===== src/rtl/sadc_pkg.sv =====
package sadc_pkg;

    localparam int DATA_W = 16;
    localparam int NUM_CH = 8;
    localparam int CH_W   = $clog2(NUM_CH);
    localparam int OS_W   = 3;

    localparam logic [OS_W-1:0] OS_TOP   = 3'd6;
    localparam logic [OS_W-1:0] OS_ILLEG = 3'd7;

    typedef enum logic [2:0] {
        ST_RST,
        ST_IDLE,
        ST_CONV,
        ST_WAIT_HI,
        ST_WAIT_LO,
        ST_RD_LO,
        ST_RD_HI
    } seq_state_e;

    typedef struct packed {
        logic [CH_W-1:0]   chan;
        logic [DATA_W-1:0] data;
    } chan_word_t;

    function automatic logic [OS_W-1:0] os_legal(input logic [OS_W-1:0] code);
        return (code == OS_ILLEG) ? OS_TOP : code;
    endfunction

    function automatic int max_of(input int a, input int b);
        return (a > b) ? a : b;
    endfunction

endpackage


===== src/rtl/sadc_rate_timer.sv =====
module sadc_rate_timer
    import sadc_pkg::*;
#(
    parameter int BASE_PERIOD = 250
) (
    input  logic            clk,
    input  logic            rst,
    input  logic            load,
    input  logic [OS_W-1:0] os_code,
    output logic            expired
);
    localparam int TMR_W = $clog2(BASE_PERIOD * 64 + 1);

    logic [TMR_W-1:0] remain;
    logic [TMR_W-1:0] period;

    assign period  = TMR_W'(BASE_PERIOD) << os_code;
    assign expired = (remain == '0);

    always_ff @(posedge clk) begin
        if (rst) begin
            remain <= '0;
        end else if (load) begin
            remain <= period - TMR_W'(1);
        end else if (remain != '0) begin
            remain <= remain - TMR_W'(1);
        end
    end
endmodule


===== src/rtl/sadc_seq.sv =====
module sadc_seq
    import sadc_pkg::*;
#(
    parameter int RST_CYCLES   = 8,
    parameter int CONV_LOW     = 2,
    parameter int RD_LOW       = 2,
    parameter int RD_HIGH      = 1,
    parameter int BUSY_TIMEOUT = 400
) (
    input  logic            clk,
    input  logic            rst,
    input  logic            tick,
    input  logic [OS_W-1:0] os_next,
    input  logic            busy,
    input  logic            first,
    output logic            start,
    output logic            convst,
    output logic            areset,
    output logic            cs_n,
    output logic            rd_n,
    output logic [OS_W-1:0] os_q,
    output logic            cap_en,
    output logic [CH_W-1:0] cap_chan,
    output logic            err_t,
    output logic            err_a
);
    localparam int MAXD = max_of(max_of(RST_CYCLES, CONV_LOW),
                                 max_of(max_of(RD_LOW, RD_HIGH), BUSY_TIMEOUT));
    localparam int CW   = $clog2(MAXD + 1);

    seq_state_e      state;
    logic [CW-1:0]   cnt;
    logic [CH_W-1:0] ch;
    logic            rd_last;
    logic            misalign;

    assign start    = (state == ST_IDLE) && tick;
    assign convst   = (state != ST_CONV);
    assign areset   = (state == ST_RST);
    assign cs_n     = !((state == ST_RD_LO) || (state == ST_RD_HI));
    assign rd_n     = (state != ST_RD_LO);
    assign rd_last  = (state == ST_RD_LO) && (cnt == CW'(RD_LOW - 1));
    assign misalign = (ch == '0) && !first;
    assign cap_en   = rd_last && !misalign;
    assign cap_chan = ch;

    always_ff @(posedge clk) begin
        if (rst) begin
            state <= ST_RST;
            cnt   <= '0;
            ch    <= '0;
            os_q  <= '0;
            err_t <= 1'b0;
            err_a <= 1'b0;
        end else begin
            err_t <= 1'b0;
            err_a <= 1'b0;
            case (state)
                ST_RST: begin
                    if (cnt == CW'(RST_CYCLES - 1)) begin
                        state <= ST_IDLE;
                        cnt   <= '0;
                    end else begin
                        cnt <= cnt + CW'(1);
                    end
                end
                ST_IDLE: begin
                    if (tick) begin
                        state <= ST_CONV;
                        os_q  <= os_next;
                        cnt   <= '0;
                    end
                end
                ST_CONV: begin
                    if (cnt == CW'(CONV_LOW - 1)) begin
                        state <= ST_WAIT_HI;
                        cnt   <= '0;
                    end else begin
                        cnt <= cnt + CW'(1);
                    end
                end
                ST_WAIT_HI: begin
                    if (busy) begin
                        state <= ST_WAIT_LO;
                        cnt   <= cnt + CW'(1);
                    end else if (cnt == CW'(BUSY_TIMEOUT - 1)) begin
                        state <= ST_IDLE;
                        err_t <= 1'b1;
                    end else begin
                        cnt <= cnt + CW'(1);
                    end
                end
                ST_WAIT_LO: begin
                    if (!busy) begin
                        state <= ST_RD_LO;
                        cnt   <= '0;
                        ch    <= '0;
                    end else if (cnt >= CW'(BUSY_TIMEOUT - 1)) begin
                        state <= ST_IDLE;
                        err_t <= 1'b1;
                    end else begin
                        cnt <= cnt + CW'(1);
                    end
                end
                ST_RD_LO: begin
                    if (rd_last) begin
                        cnt <= '0;
                        if (misalign) begin
                            state <= ST_IDLE;
                            err_a <= 1'b1;
                        end else begin
                            state <= ST_RD_HI;
                        end
                    end else begin
                        cnt <= cnt + CW'(1);
                    end
                end
                ST_RD_HI: begin
                    if (cnt == CW'(RD_HIGH - 1)) begin
                        cnt <= '0;
                        if (ch == CH_W'(NUM_CH - 1)) begin
                            state <= ST_IDLE;
                        end else begin
                            state <= ST_RD_LO;
                            ch    <= ch + CH_W'(1);
                        end
                    end else begin
                        cnt <= cnt + CW'(1);
                    end
                end
                default: state <= ST_IDLE;
            endcase
        end
    end
endmodule


===== src/rtl/sadc_capture.sv =====
module sadc_capture
    import sadc_pkg::*;
(
    input  logic              clk,
    input  logic              rst,
    input  logic              cap_en,
    input  logic [CH_W-1:0]   cap_chan,
    input  logic [DATA_W-1:0] db,
    output logic              valid,
    output chan_word_t        word
);
    always_ff @(posedge clk) begin
        if (rst) begin
            valid <= 1'b0;
            word  <= '0;
        end else begin
            valid <= cap_en;
            if (cap_en) begin
                word.chan <= cap_chan;
                word.data <= db;
            end
        end
    end
endmodule


===== src/rtl/sadc_par_reader.sv =====
module sadc_par_reader
    import sadc_pkg::*;
#(
    parameter int BASE_PERIOD  = 250,
    parameter int RST_CYCLES   = 8,
    parameter int CONV_LOW     = 2,
    parameter int RD_LOW       = 2,
    parameter int RD_HIGH      = 1,
    parameter int BUSY_TIMEOUT = 400
) (
    input  logic              clk,
    input  logic              rst,
    input  logic [2:0]        os_req,
    input  logic              adc_busy,
    input  logic              adc_first,
    input  logic [15:0]       adc_db,
    output logic              adc_convst,
    output logic              adc_reset,
    output logic              adc_cs_n,
    output logic              adc_rd_n,
    output logic [2:0]        adc_os,
    output logic              smp_valid,
    output logic [2:0]        smp_chan,
    output logic [15:0]       smp_data,
    output logic              err_timeout,
    output logic              err_align
);
    logic            tick;
    logic            start;
    logic            cap_en;
    logic [CH_W-1:0] cap_chan;
    logic [OS_W-1:0] os_next;
    chan_word_t      word;

    assign os_next = os_legal(os_req);

    sadc_rate_timer #(
        .BASE_PERIOD(BASE_PERIOD)
    ) timer_i (
        .clk     (clk),
        .rst     (rst),
        .load    (start),
        .os_code (os_next),
        .expired (tick)
    );

    sadc_seq #(
        .RST_CYCLES   (RST_CYCLES),
        .CONV_LOW     (CONV_LOW),
        .RD_LOW       (RD_LOW),
        .RD_HIGH      (RD_HIGH),
        .BUSY_TIMEOUT (BUSY_TIMEOUT)
    ) seq_i (
        .clk      (clk),
        .rst      (rst),
        .tick     (tick),
        .os_next  (os_next),
        .busy     (adc_busy),
        .first    (adc_first),
        .start    (start),
        .convst   (adc_convst),
        .areset   (adc_reset),
        .cs_n     (adc_cs_n),
        .rd_n     (adc_rd_n),
        .os_q     (adc_os),
        .cap_en   (cap_en),
        .cap_chan (cap_chan),
        .err_t    (err_timeout),
        .err_a    (err_align)
    );

    sadc_capture cap_i (
        .clk      (clk),
        .rst      (rst),
        .cap_en   (cap_en),
        .cap_chan (cap_chan),
        .db       (adc_db),
        .valid    (smp_valid),
        .word     (word)
    );

    assign smp_chan = word.chan;
    assign smp_data = word.data;
endmodule


===== config.mk =====
export PLATFORM = sky130hd
export DESIGN_NAME = sadc_par_reader
export DESIGN_NICKNAME = d
export VERILOG_FILES = /design/src/rtl/sadc_pkg.sv /design/src/rtl/sadc_rate_timer.sv /design/src/rtl/sadc_seq.sv /design/src/rtl/sadc_capture.sv /design/src/rtl/sadc_par_reader.sv
export SDC_FILE = /design/constraint.sdc
export NUM_CORES = 1
export LEC_CHECK = 0
export BUFFER_PORTS_ARGS = -buffer_cell sky130_fd_sc_hd__buf_2
export CORE_ASPECT_RATIO = 0.6
export CORE_UTILIZATION = 25
export DETAILED_ROUTE_END_ITERATION = 7
export SLEW_MARGIN = 30
export SYNTH_ARGS = -nofsm -noshare
export SYNTH_HDL_FRONTEND = slang
export SYNTH_SLANG_ARGS = --single-unit
export TNS_END_PERCENT = 30

===== constraint.sdc =====
create_clock -name clk -period 2.2 [get_ports clk]
set_input_delay 0.55 -clock clk [delete_from_list [all_inputs] [get_ports clk]]
set_output_delay 0.55 -clock clk [all_outputs]
set_load 0.01 [all_outputs]

Word-level counts from Yosys, hierarchy flattened
Index checks and enable logic that the tools add are counted.
{ "word_totals": {"reg_bits": 54, "output_inout_bits": 29, "word_cells": 98} }
{ "op_classes": {"add_sub_neg": 4, "n_lt_le_gt_ge": 1, "eq_ne": 24, "n_shift": 1, "n_mux": 35, "bitwise": 2, "reduce_logical": 21} }
{ "ops": {"columns": ["cell", "count"], "rows": [
  ["$mux W9", 9],
  ["$pmux W9 S7", 1],
  ["$mux W3", 15],
  ["$mux W14", 2],
  ["$sub A14 B1 Y14 const B", 2],
  ["$pmux W3 S7", 1],
  ["$eq A3 B3 Y1 const B", 5],
  ["$logic_not A14 Y1", 1],
  ["$reduce_bool A14 Y1", 1],
  ["$shl A8 B3 Y14 const A", 1],
  ["$add A9 B1 Y9 const B", 1],
  ["$eq A9 B1 Y1 const B", 1],
  ["$eq A9 B3 Y1 const B", 1],
  ["$eq A9 B9 Y1 const B", 1],
  ["$ge A9 B9 Y1 const B", 1],
  ["$logic_not A9 Y1", 1],
  ["$ne A3 B2 Y1 const B", 3],
  ["$ne A3 B3 Y1 const B", 3],
  ["$ne A2 B1 Y1 const B", 4],
  ["$reduce_and A4 Y1", 2],
  ["$reduce_and A7 Y1", 1],
  ["$reduce_bool A7 Y1", 1],
  ["$eq A3 B2 Y1 const B", 2],
  ["$logic_not A3 Y1", 2],
  ["13 further kinds", 26]
]} }

Depth between registers and ports, before layout
Gate-level depths: netlist of the first run.
{ "depth": {"depth_word": 5, "depth_mapped": 9} }

Hierarchy
A second synthesis of the first run with hierarchy kept.
{ "unflattened": {"hier_cells": 336, "area_unflattened_um2": 2976.6} }
{ "modules_own_cells": {"columns": ["mod", "n_inst", "cells_each", "area_per_inst_um2", "seq_area_each_um2"], "rows": [
  ["sadc_seq", 1, 163, 1378.8, 400.4],
  ["sadc_rate_timer", 1, 107, 884.6, 280.3],
  ["sadc_capture", 1, 63, 698.2, 400.4],
  ["sadc_par_reader", 1, 3, 15.0, 0.0]
]} }

Worst setup path after synthesis of the first run
No wires, ideal clock.
{ "synth_path": {"path_type": "flip-flop to flip-flop", "from": "reg seq_i.cnt[4]", "to": "reg, netlist name cap_i.word[10]", "setup_time_ns": 0.128, "arrival_time_ns": 2.022, "t_required_ns": 2.072, "path_slack_ns": 0.050, "stages_incl_launch_ff": 8, "period_less_slack_ns": 2.150, "path_cell_list": "dfxtp_1 -> or3_4 -> or4b_1 -> buf_2 -> nor2_4 -> buf_12 -> mux2i_1 -> nor2_1"} }
{ "synth_via": {"elab_chain_cells": 3} }
{ "synth_rtl": {"columns": ["element", "line", "source"], "rows": [
  ["from (decl)", "sadc_seq.sv:32", "logic [CW-1:0] cnt;"],
  ["from (signal assigned)", "sadc_seq.sv:64", "cnt <= cnt + CW'(1);"],
  ["from (signal assigned)", "sadc_seq.sv:79", "cnt <= cnt + CW'(1);"],
  ["from (signal assigned)", "sadc_seq.sv:85", "cnt <= cnt + CW'(1);"],
  ["$eq A9 B1 Y1", "sadc_seq.sv:42", "assign rd_last = (state == ST_RD_LO) && (cnt == CW'(RD_LOW - 1));"],
  ["$logic_and A1 B1 Y1", "sadc_seq.sv:42", null],
  ["$logic_and A1 B1 Y1", "sadc_seq.sv:44", "assign cap_en = rd_last && !misalign;"]
]} }
Every way passes these cells.
A chain may end at the register's enable or synchronous reset.

Worst setup path in the final report of the first run
{ "layout_path": {"from": "reg seq_i.state[2]", "to": "reg seq_i.cnt[3]"} }
{ "layout_via": {"elab_chain_cells": 4} }
{ "layout_rtl": {"columns": ["element", "line", "source"], "rows": [
  ["from (decl)", "sadc_seq.sv:31", "seq_state_e state;"],
  ["from (signal assigned)", "sadc_seq.sv:49", "state <= ST_RST;"],
  ["from (signal assigned)", "sadc_seq.sv:61", "state <= ST_IDLE;"],
  ["from (signal assigned)", "sadc_seq.sv:69", "state <= ST_CONV;"],
  ["$eq A3 B3 Y1", "sadc_seq.sv:42, sadc_seq.sv:58", null],
  ["$logic_and A1 B1 Y1", "sadc_seq.sv:42", null],
  ["$mux W9", "sadc_seq.sv:106", "if (rd_last) begin"],
  ["$pmux W9 S7", "sadc_seq.sv:58", "case (state)"],
  ["to (signal assigned)", "sadc_seq.sv:64", null],
  ["to (signal assigned)", "sadc_seq.sv:102", "cnt <= cnt + CW'(1);"],
  ["to (signal assigned)", "sadc_seq.sv:115", "cnt <= cnt + CW'(1);"]
]} }
Parallel ways exist; a longest one is shown, timed or not.

==> flow_summary.json, run 1 <==
{
  "final_period_minus_worst_setup_slack_ps": 2110,
  "power.combinational.fraction": 0.427,
  "vias": 2910,
  "yosys-top-cells-area": "sky130_fd_sc_hd__dfxtp_1, sky130_fd_sc_hd__mux2i_1, sky130_fd_sc_hd__nor2_1",
  "pwr-share-seq": 0.331,
  "clk_pin_slew_ps": 80,
  "yosysUniqueCellTypes": 57,
  "numCtsBuffers": 5,
  "final_core_util": 0.350,
  "critical_path_required_ps": 2380,
  "startpoint_type": "flop",
  "power.net_switching_mw": 1.43,
  "unrepaired_setup_endpoints_after_global_routing": "yes",
  "post_cts_hold_buffer_count": 0,
  "ys_warn_count": 0,
  "timing.setup.critical_path_class": "flop to flop",
  "internal_power_mw": 2.40,
  "grt_use_total": 0.139,
  "mostFrequentLayoutCells": "sky130_fd_sc_hd__dfxtp_1, sky130_fd_sc_hd__buf_2, sky130_fd_sc_hd__buf_4, sky130_fd_sc_hd__nor2_1",
  "post_synth_edffs": 0,
  "worst_slew_margin_rel": 0.700,
  "yosys_register_bits": 54,
  "finalClockSkew_ps": 6.27,
  "status": "finished, final reports clean",
  "slew_violations": 0,
  "grt_start_max_net_pins": 25,
  "drc_errors": 0,
  "drt_iter0_drc": 227,
  "finalNetCount": 453,
  "max_stage_delay_ps": 480,
  "finalWeightedCongestion": 0.903,
  "post-route-period-util": 0.959,
  "design.die.area_um2": 11900,
  "portion_of_the_post_synthesis_area_used_by_sequential_elements": 0.377,
  "worstPathArrival_ps": 2290,
  "power.share.clock": 0.242,
  "post-synth-top-area-cell": "sky130_fd_sc_hd__dfxtp_1",
  "most_instantiated_flip_flop_cell_in_the_synthesis_netlist": "sky130_fd_sc_hd__dfxtp_1",
  "timing.hold.worst.class": "flop to flop",
  "placementRows": 29,
  "critPathSlowestCell": "sky130_fd_sc_hd__dfxtp_1",
  "layout.filler_cells": 1092,
  "path_cells": "buf_4, inv_1, o21ai_0, nand4_1, a211oi_2, buf_4, a211oi_1",
  "clock.fmax_ghz": 0.474,
  "final.hold.worst_slack_ps": 456,
  "power_density_nw_per_um2": 1010,
  "cp_num_buf_inv": 3,
  "grt_pass1_vias": 2704,
  "chipWidth_um": 140,
  "clk_latency_ps": 300,
  "cts_tree": "built",
  "grt_overflow": 0,
  "firstDrtPassIters": 5,
  "layout-drive-gt1-share": 0.294,
  "area.growth.synth_to_final_pct": 32.2,
  "floorplan.initialDensity": 0.265,
  "core-area_um2": 10800,
  "grt_antenna_before_repair": 0,
  "power_switching_share": 0.374,
  "synth.top_cell.area_share": 0.377,
  "die_h_um": 85.0,
  "totalWireLength_mm": 8.06,
  "place_hpwl_mm": 5.98,
  "clock_sinks": 54,
  "synth-async-reset-ratio": 0,
  "antennaDiodeCount": 0,
  "detail-route-antenna-nets": 0,
  "end_kind": "flop",
  "setup-violations-final": 0,
  "maxCapViolCount": 0,
  "routed_wire_length_per_instance_um": 14.3,
  "synth_nets": 370,
  "cpLargestDelayFamily": "compound AO/OA/AOI/OAI gates",
  "avg_vias_per_cell": 5.16,
  "sequential_cell_area_um2": 1080,
  "clock_tree.root_cell": "sky130_fd_sc_hd__clkbuf_16",
  "number_of_placed_i_o_pins": 52,
  "hold_viol_final": 0,
  "multiInputGateArea_um2": 1710,
  "syn-mean-instance-area_um2": 8.42,
  "wire_length_of_the_first_global_routing_pass_mm": 13.4,
  "peakVddDrop_uv": 434,
  "tightest_slew_ps": 448,
  "netlist_area_um2": 2870,
  "cts.htree.levels": 2,
  "io_buffer_count": 51,
  "cp_common_cell": "sky130_fd_sc_hd__buf_4",
  "cts.path.max_buffers": 2,
  "syn_inst": 341,
  "power_leakage_nw": 1.46,
  "path_max_fanout": 7,
  "layout_commonest_cell": "sky130_fd_sc_hd__dfxtp_1"
}
-- tightest hold or removal path, stage by stage (launching register included) --
cell and delay [ps]:
sky130_fd_sc_hd__dfxtp_1 310, sky130_fd_sc_hd__nand2_1 50, sky130_fd_sc_hd__a21oi_1 50
-- layer usage --
metal  part of all wire  vias to the layer above  wire [µm]  global-route usage
li1                   -                     1444          -                   -
met1               0.53                     1394       4260               0.205
met2               0.41                       70       3330               0.201
met3              0.057                        2        461              0.0429
met4            0.00099                        0          8              0.0160
met5                  0                        -          0                   0
-- power groups by stage --
stage / logic, mW / clock network [mW] / registers [mW]
floorplan: 0.978 / 0 / 1.25
global placement: 1.54 / 0 / 1.26
detailed placement: 1.56 / 0 / 1.27
CTS: 1.58 / 0.948 / 1.24
global route: 1.83 / 0.999 / 1.28
finish: 1.63 / 0.927 / 1.27
-- state kept, by name, summed over array words and instances (netlist names) --
| name | count |
|---|---|
| seq_i.cnt | 9 |
| seq_i.err_t | 1 |
| seq_i.os_q | 3 |
| timer_i.remain | 14 |
| seq_i.state | 3 |
| seq_i.err_a | 1 |
| cap_i.valid | 1 |
| seq_i.cap_chan | 3 |
| cap_i.word | 19 |
-- Yosys cell counts, types with 2 or more instances --
| cell type | instances |
|---|---|
| sky130_fd_sc_hd__clkbuf_1 | 13 |
| sky130_fd_sc_hd__mux2i_1 | 21 |
| sky130_fd_sc_hd__a21oi_1 | 21 |
| sky130_fd_sc_hd__nand2_1 | 20 |
| sky130_fd_sc_hd__dfxtp_1 | 54 |
| sky130_fd_sc_hd__nor3_1 | 15 |
| sky130_fd_sc_hd__o211ai_1 | 2 |
| sky130_fd_sc_hd__o31ai_1 | 12 |
| sky130_fd_sc_hd__buf_2 | 5 |
| sky130_fd_sc_hd__o41ai_1 | 2 |
| sky130_fd_sc_hd__o31a_1 | 2 |
| sky130_fd_sc_hd__nand3_1 | 12 |
| sky130_fd_sc_hd__nor3b_1 | 5 |
| sky130_fd_sc_hd__or3_1 | 5 |
| sky130_fd_sc_hd__nor2_1 | 40 |
| sky130_fd_sc_hd__nor4_1 | 3 |
| sky130_fd_sc_hd__inv_1 | 10 |
| sky130_fd_sc_hd__a211oi_1 | 12 |
| sky130_fd_sc_hd__a21o_1 | 2 |
| sky130_fd_sc_hd__nor4_2 | 2 |
| sky130_fd_sc_hd__nor2b_1 | 5 |
| sky130_fd_sc_hd__nand4_1 | 7 |
| sky130_fd_sc_hd__xor2_1 | 2 |
| sky130_fd_sc_hd__o21ai_0 | 13 |
| sky130_fd_sc_hd__or4_1 | 6 |
| sky130_fd_sc_hd__ha_1 | 6 |
| sky130_fd_sc_hd__a41oi_1 | 2 |
| sky130_fd_sc_hd__and3_1 | 5 |
| sky130_fd_sc_hd__a31oi_1 | 6 |
| sky130_fd_sc_hd__nor3_2 | 2 |
| sky130_fd_sc_hd__nand2b_1 | 3 |
-- through the flow --
| step | setup WS (ps) | TNS, ps | instance area, µm² | power (mW) | cells |
|---|---|---|---|---|---|
| after floorplan | 50.5 | 0 | 2870 | 2.22 | 341 |
| after global placement | 6.43 | 0 | 3560 | 2.80 | 555 |
| after detailed placement | -85.4 | -336 | 3560 | 2.82 | 555 |
| after CTS | -27.7 | -27.7 | 3730 | 3.77 | 563 |
| after global routing | -34.0 | -129 | 3790 | 4.11 | 564 |
| final | 89.1 | 0 | 3790 | 3.83 | 564 |
-- final cells by class --
type	count	area share
clock buffers	5	0.0330
repair buffers	96	0.164
well taps	139	0.0458
multi-input cells	257	0.451
inverters	10	0.00989
flip-flops and latches	54	0.285
clock inverters	3	0.0115
-- final timing paths --
path              endpoint  slack, ps            from  cells past startpoint
min reg2reg  seq_i.os_q[1]        460   seq_i.os_q[1]                      2
max           seq_i.cnt[3]         90  seq_i.state[2]                      7
max reg2reg   seq_i.cnt[3]         90  seq_i.state[2]                      7
min          seq_i.os_q[1]        460   seq_i.os_q[1]                      2
-- cells by family after synthesis --
kind of cell               share of synthesized area
adders and majority gates                     0.0262
AOI/OAI and AO/OA                              0.193
and+or+nand+nor                                0.275
DFF                                            0.377
muxes                                         0.0732
buffers and inverters                         0.0471
xor gates and xnor gates                     0.00916
-- what timing repair did --
action | 4_1_cts | 5_1_grt
setup endpoints to repair | 5 | 14
gates resized for setup | 1 | 12
buffers inserted | 0 | 1
pin swaps | 0 | 2
No activity file was read; power rests on OpenSTA's default activity.
==> run 2: changes to the inputs <==
Settings changed: CORE_UTILIZATION 25 to 46, HOLD_SLACK_MARGIN from default to 0.08, PLACE_DENSITY from default to 0.68.
Clock period 2.2 ns to 2.02 ns, I/O delays scaled along.
==> flow_summary.json, run 2 (synthesis results as in run 1) <==
{
  "core-area_um2": 5780,
  "cp_common_cell": "sky130_fd_sc_hd__inv_2",
  "status": "finished, violations left",
  "max_stage_delay_ps": 550,
  "die_h_um": 63.2,
  "sequential_cell_area_um2": 1100,
  "finalNetCount": 481,
  "final_critical_path_setup_slack_ps": -45.8,
  "slew_violations": 0,
  "clock.fmax_ghz": 0.484,
  "worstPathArrival_ps": 2270,
  "critical_path_required_ps": 2220,
  "grt_pass1_vias": 2650,
  "number_of_placed_i_o_pins": 52,
  "drt_iter0_drc": 235,
  "detail-route-antenna-nets": 0,
  "area.growth.synth_to_final_pct": 43.3,
  "multiInputGateArea_um2": 1900,
  "finalWeightedCongestion": 0.890,
  "wire_length_of_the_first_global_routing_pass_mm": 12.8,
  "path_max_fanout": 5,
  "peakVddDrop_uv": 660,
  "final_period_minus_worst_setup_slack_ps": 2070,
  "grt_start_max_net_pins": 29,
  "biggestRegsByFlops": "cap_i.word x19, timer_i.remain x14, seq_i.cnt x9",
  "violations_in_the_final_reports": "setup timing",
  "drc_errors": 0,
  "post-route-period-util": 1.02,
  "cts.path.max_buffers": 2,
  "reg2reg_setup_slack_ps": -50,
  "top_register": "cap_i.word",
  "startpoint_type": "flop",
  "finalClockSkew_ps": 7.50,
  "floorplan.initialDensity": 0.497,
  "hold_viol_final": 0,
  "numCtsBuffers": 5,
  "power_density_nw_per_um2": 1050,
  "setup-violations-final": 11,
  "io_buffer_count": 51,
  "largest_register_ffs": 19,
  "grt_overflow": 0,
  "placementRows": 21,
  "timing.hold.worst.class": "primary input to flop",
  "preCtsSetupSlack_ps": -224,
  "tightest_slew_ps": 521,
  "grt_use_total": 0.240,
  "chipWidth_um": 104,
  "clk_pin_slew_ps": 100,
  "mostFrequentLayoutCells": "sky130_fd_sc_hd__buf_4, sky130_fd_sc_hd__buf_2, sky130_fd_sc_hd__dfxtp_1, sky130_fd_sc_hd__nor2_1, sky130_fd_sc_hd__a21oi_1",
  "avg_vias_per_cell": 5.76,
  "place_hpwl_mm": 5.83,
  "vias": 3068,
  "unrepaired_setup_endpoints_after_global_routing": "yes",
  "overall_power_consumption_mw": 4.31,
  "routed_wire_length_per_instance_um": 16.0,
  "cts_tree": "built",
  "layout.filler_cells": 449,
  "path_cells": "inv_2, ha_4, buf_6, inv_2, or4b_4, nor2_4, buf_12, mux2i_2, nor2_1",
  "power_leakage_nw": 1.63,
  "worst_slew_margin_rel": 0.651,
  "critPathSlowestCell": "sky130_fd_sc_hd__or4b_4",
  "layout_commonest_cell": "sky130_fd_sc_hd__buf_4",
  "design.die.area_um2": 6570,
  "firstDrtPassIters": 5,
  "layout-drive-gt1-share": 0.428,
  "timing.setup.critical_path_class": "flop to flop",
  "grt_antenna_before_repair": 0,
  "maxCapViolCount": 0,
  "clock_sinks": 54,
  "clk_latency_ps": 320,
  "totalWireLength_mm": 8.52,
  "antennaDiodeCount": 0,
  "clock_tree.root_cell": "sky130_fd_sc_hd__clkbuf_8",
  "end_kind": "flop",
  "cts.htree.levels": 2
}
run 2: cell types whose count changed in the layout (fill, tap and decap cells not counted), moves of 4 or more:
cell / previous run / this run
sky130_fd_sc_hd__buf_4: 42 / 65
sky130_fd_sc_hd__dfxtp_1: 53 / 44
sky130_fd_sc_hd__dfxtp_2: 1 / 8
sky130_fd_sc_hd__clkbuf_8: 0 / 5
sky130_fd_sc_hd__a211oi_1: 11 / 7
sky130_fd_sc_hd__or4_1: 6 / 2
sky130_fd_sc_hd__or4_4: 0 / 4
run 2: final cells by class:
type                            instances  share of cell area
Multi-Input combinational cell        257               0.463
Sequential cell                        54               0.267
Timing Repair Buffer                  124               0.214
Tap cell                               80              0.0243
Clock buffer                            5              0.0167
Inverter                               10             0.00912
Clock inverter                          3             0.00639
run 2: where the power goes:
part	switching (mW)	internal, mW
registers	0.143	1.22
clock network	0.391	0.256
logic	1.18	1.12
total	1.71	2.60
run 2: per-layer routing:
metal	wire length, µm	track usage	vias up
met5	0	0	-
met4	119	0.0482	0
met3	573	0.0538	13
met2	3680	0.348	120
met1	4140	0.360	1450
li1	-	-	1485
run 2: final timing paths:
kind	start	end	cells after the start
hold reg to reg	seq_i.os_q[1]	seq_i.os_q[1]	2
setup / recovery	seq_i.cnt[1]	cap_i.word[3]	9
setup reg to reg	seq_i.cnt[1]	cap_i.word[3]	9
hold / removal	adc_db[14]	cap_i.word[14]	3
run 2: per-stage QoR:
| step | area [µm²] | TNS [ps] | hold slack (ps) | util | std cells |
|---|---|---|---|---|---|
| after global placement | 3620 | -885 | 440 | 0.627 | 515 |
| after floorplan | 2880 | -1370 | 452 | - | 341 |
| final | 4110 | -127 | 425 | 0.712 | 533 |
| after CTS | 3800 | -120 | 418 | 0.657 | 523 |
| after global routing | 4110 | -1530 | 439 | 0.712 | 533 |
| after detailed placement | 3620 | -2300 | 443 | 0.627 | 515 |
run 2: critical path, delay by kind of cell, from the launching register on:
family,cells,cell delay (ps)
buffers and inverters,4,370
muxes,1,230
adders and majority gates,1,150
DFF,1,340
and+or+nand+nor,3,860
run 2: repair_timing:
item | in CTS | in global routing
gates resized for setup | 24 | 49
cloned | 0 | 4
pin swaps | 7 | 24
buffers inserted | 1 | 6
setup endpoints to repair | 35 | 38
hold buffers | 0 | 0
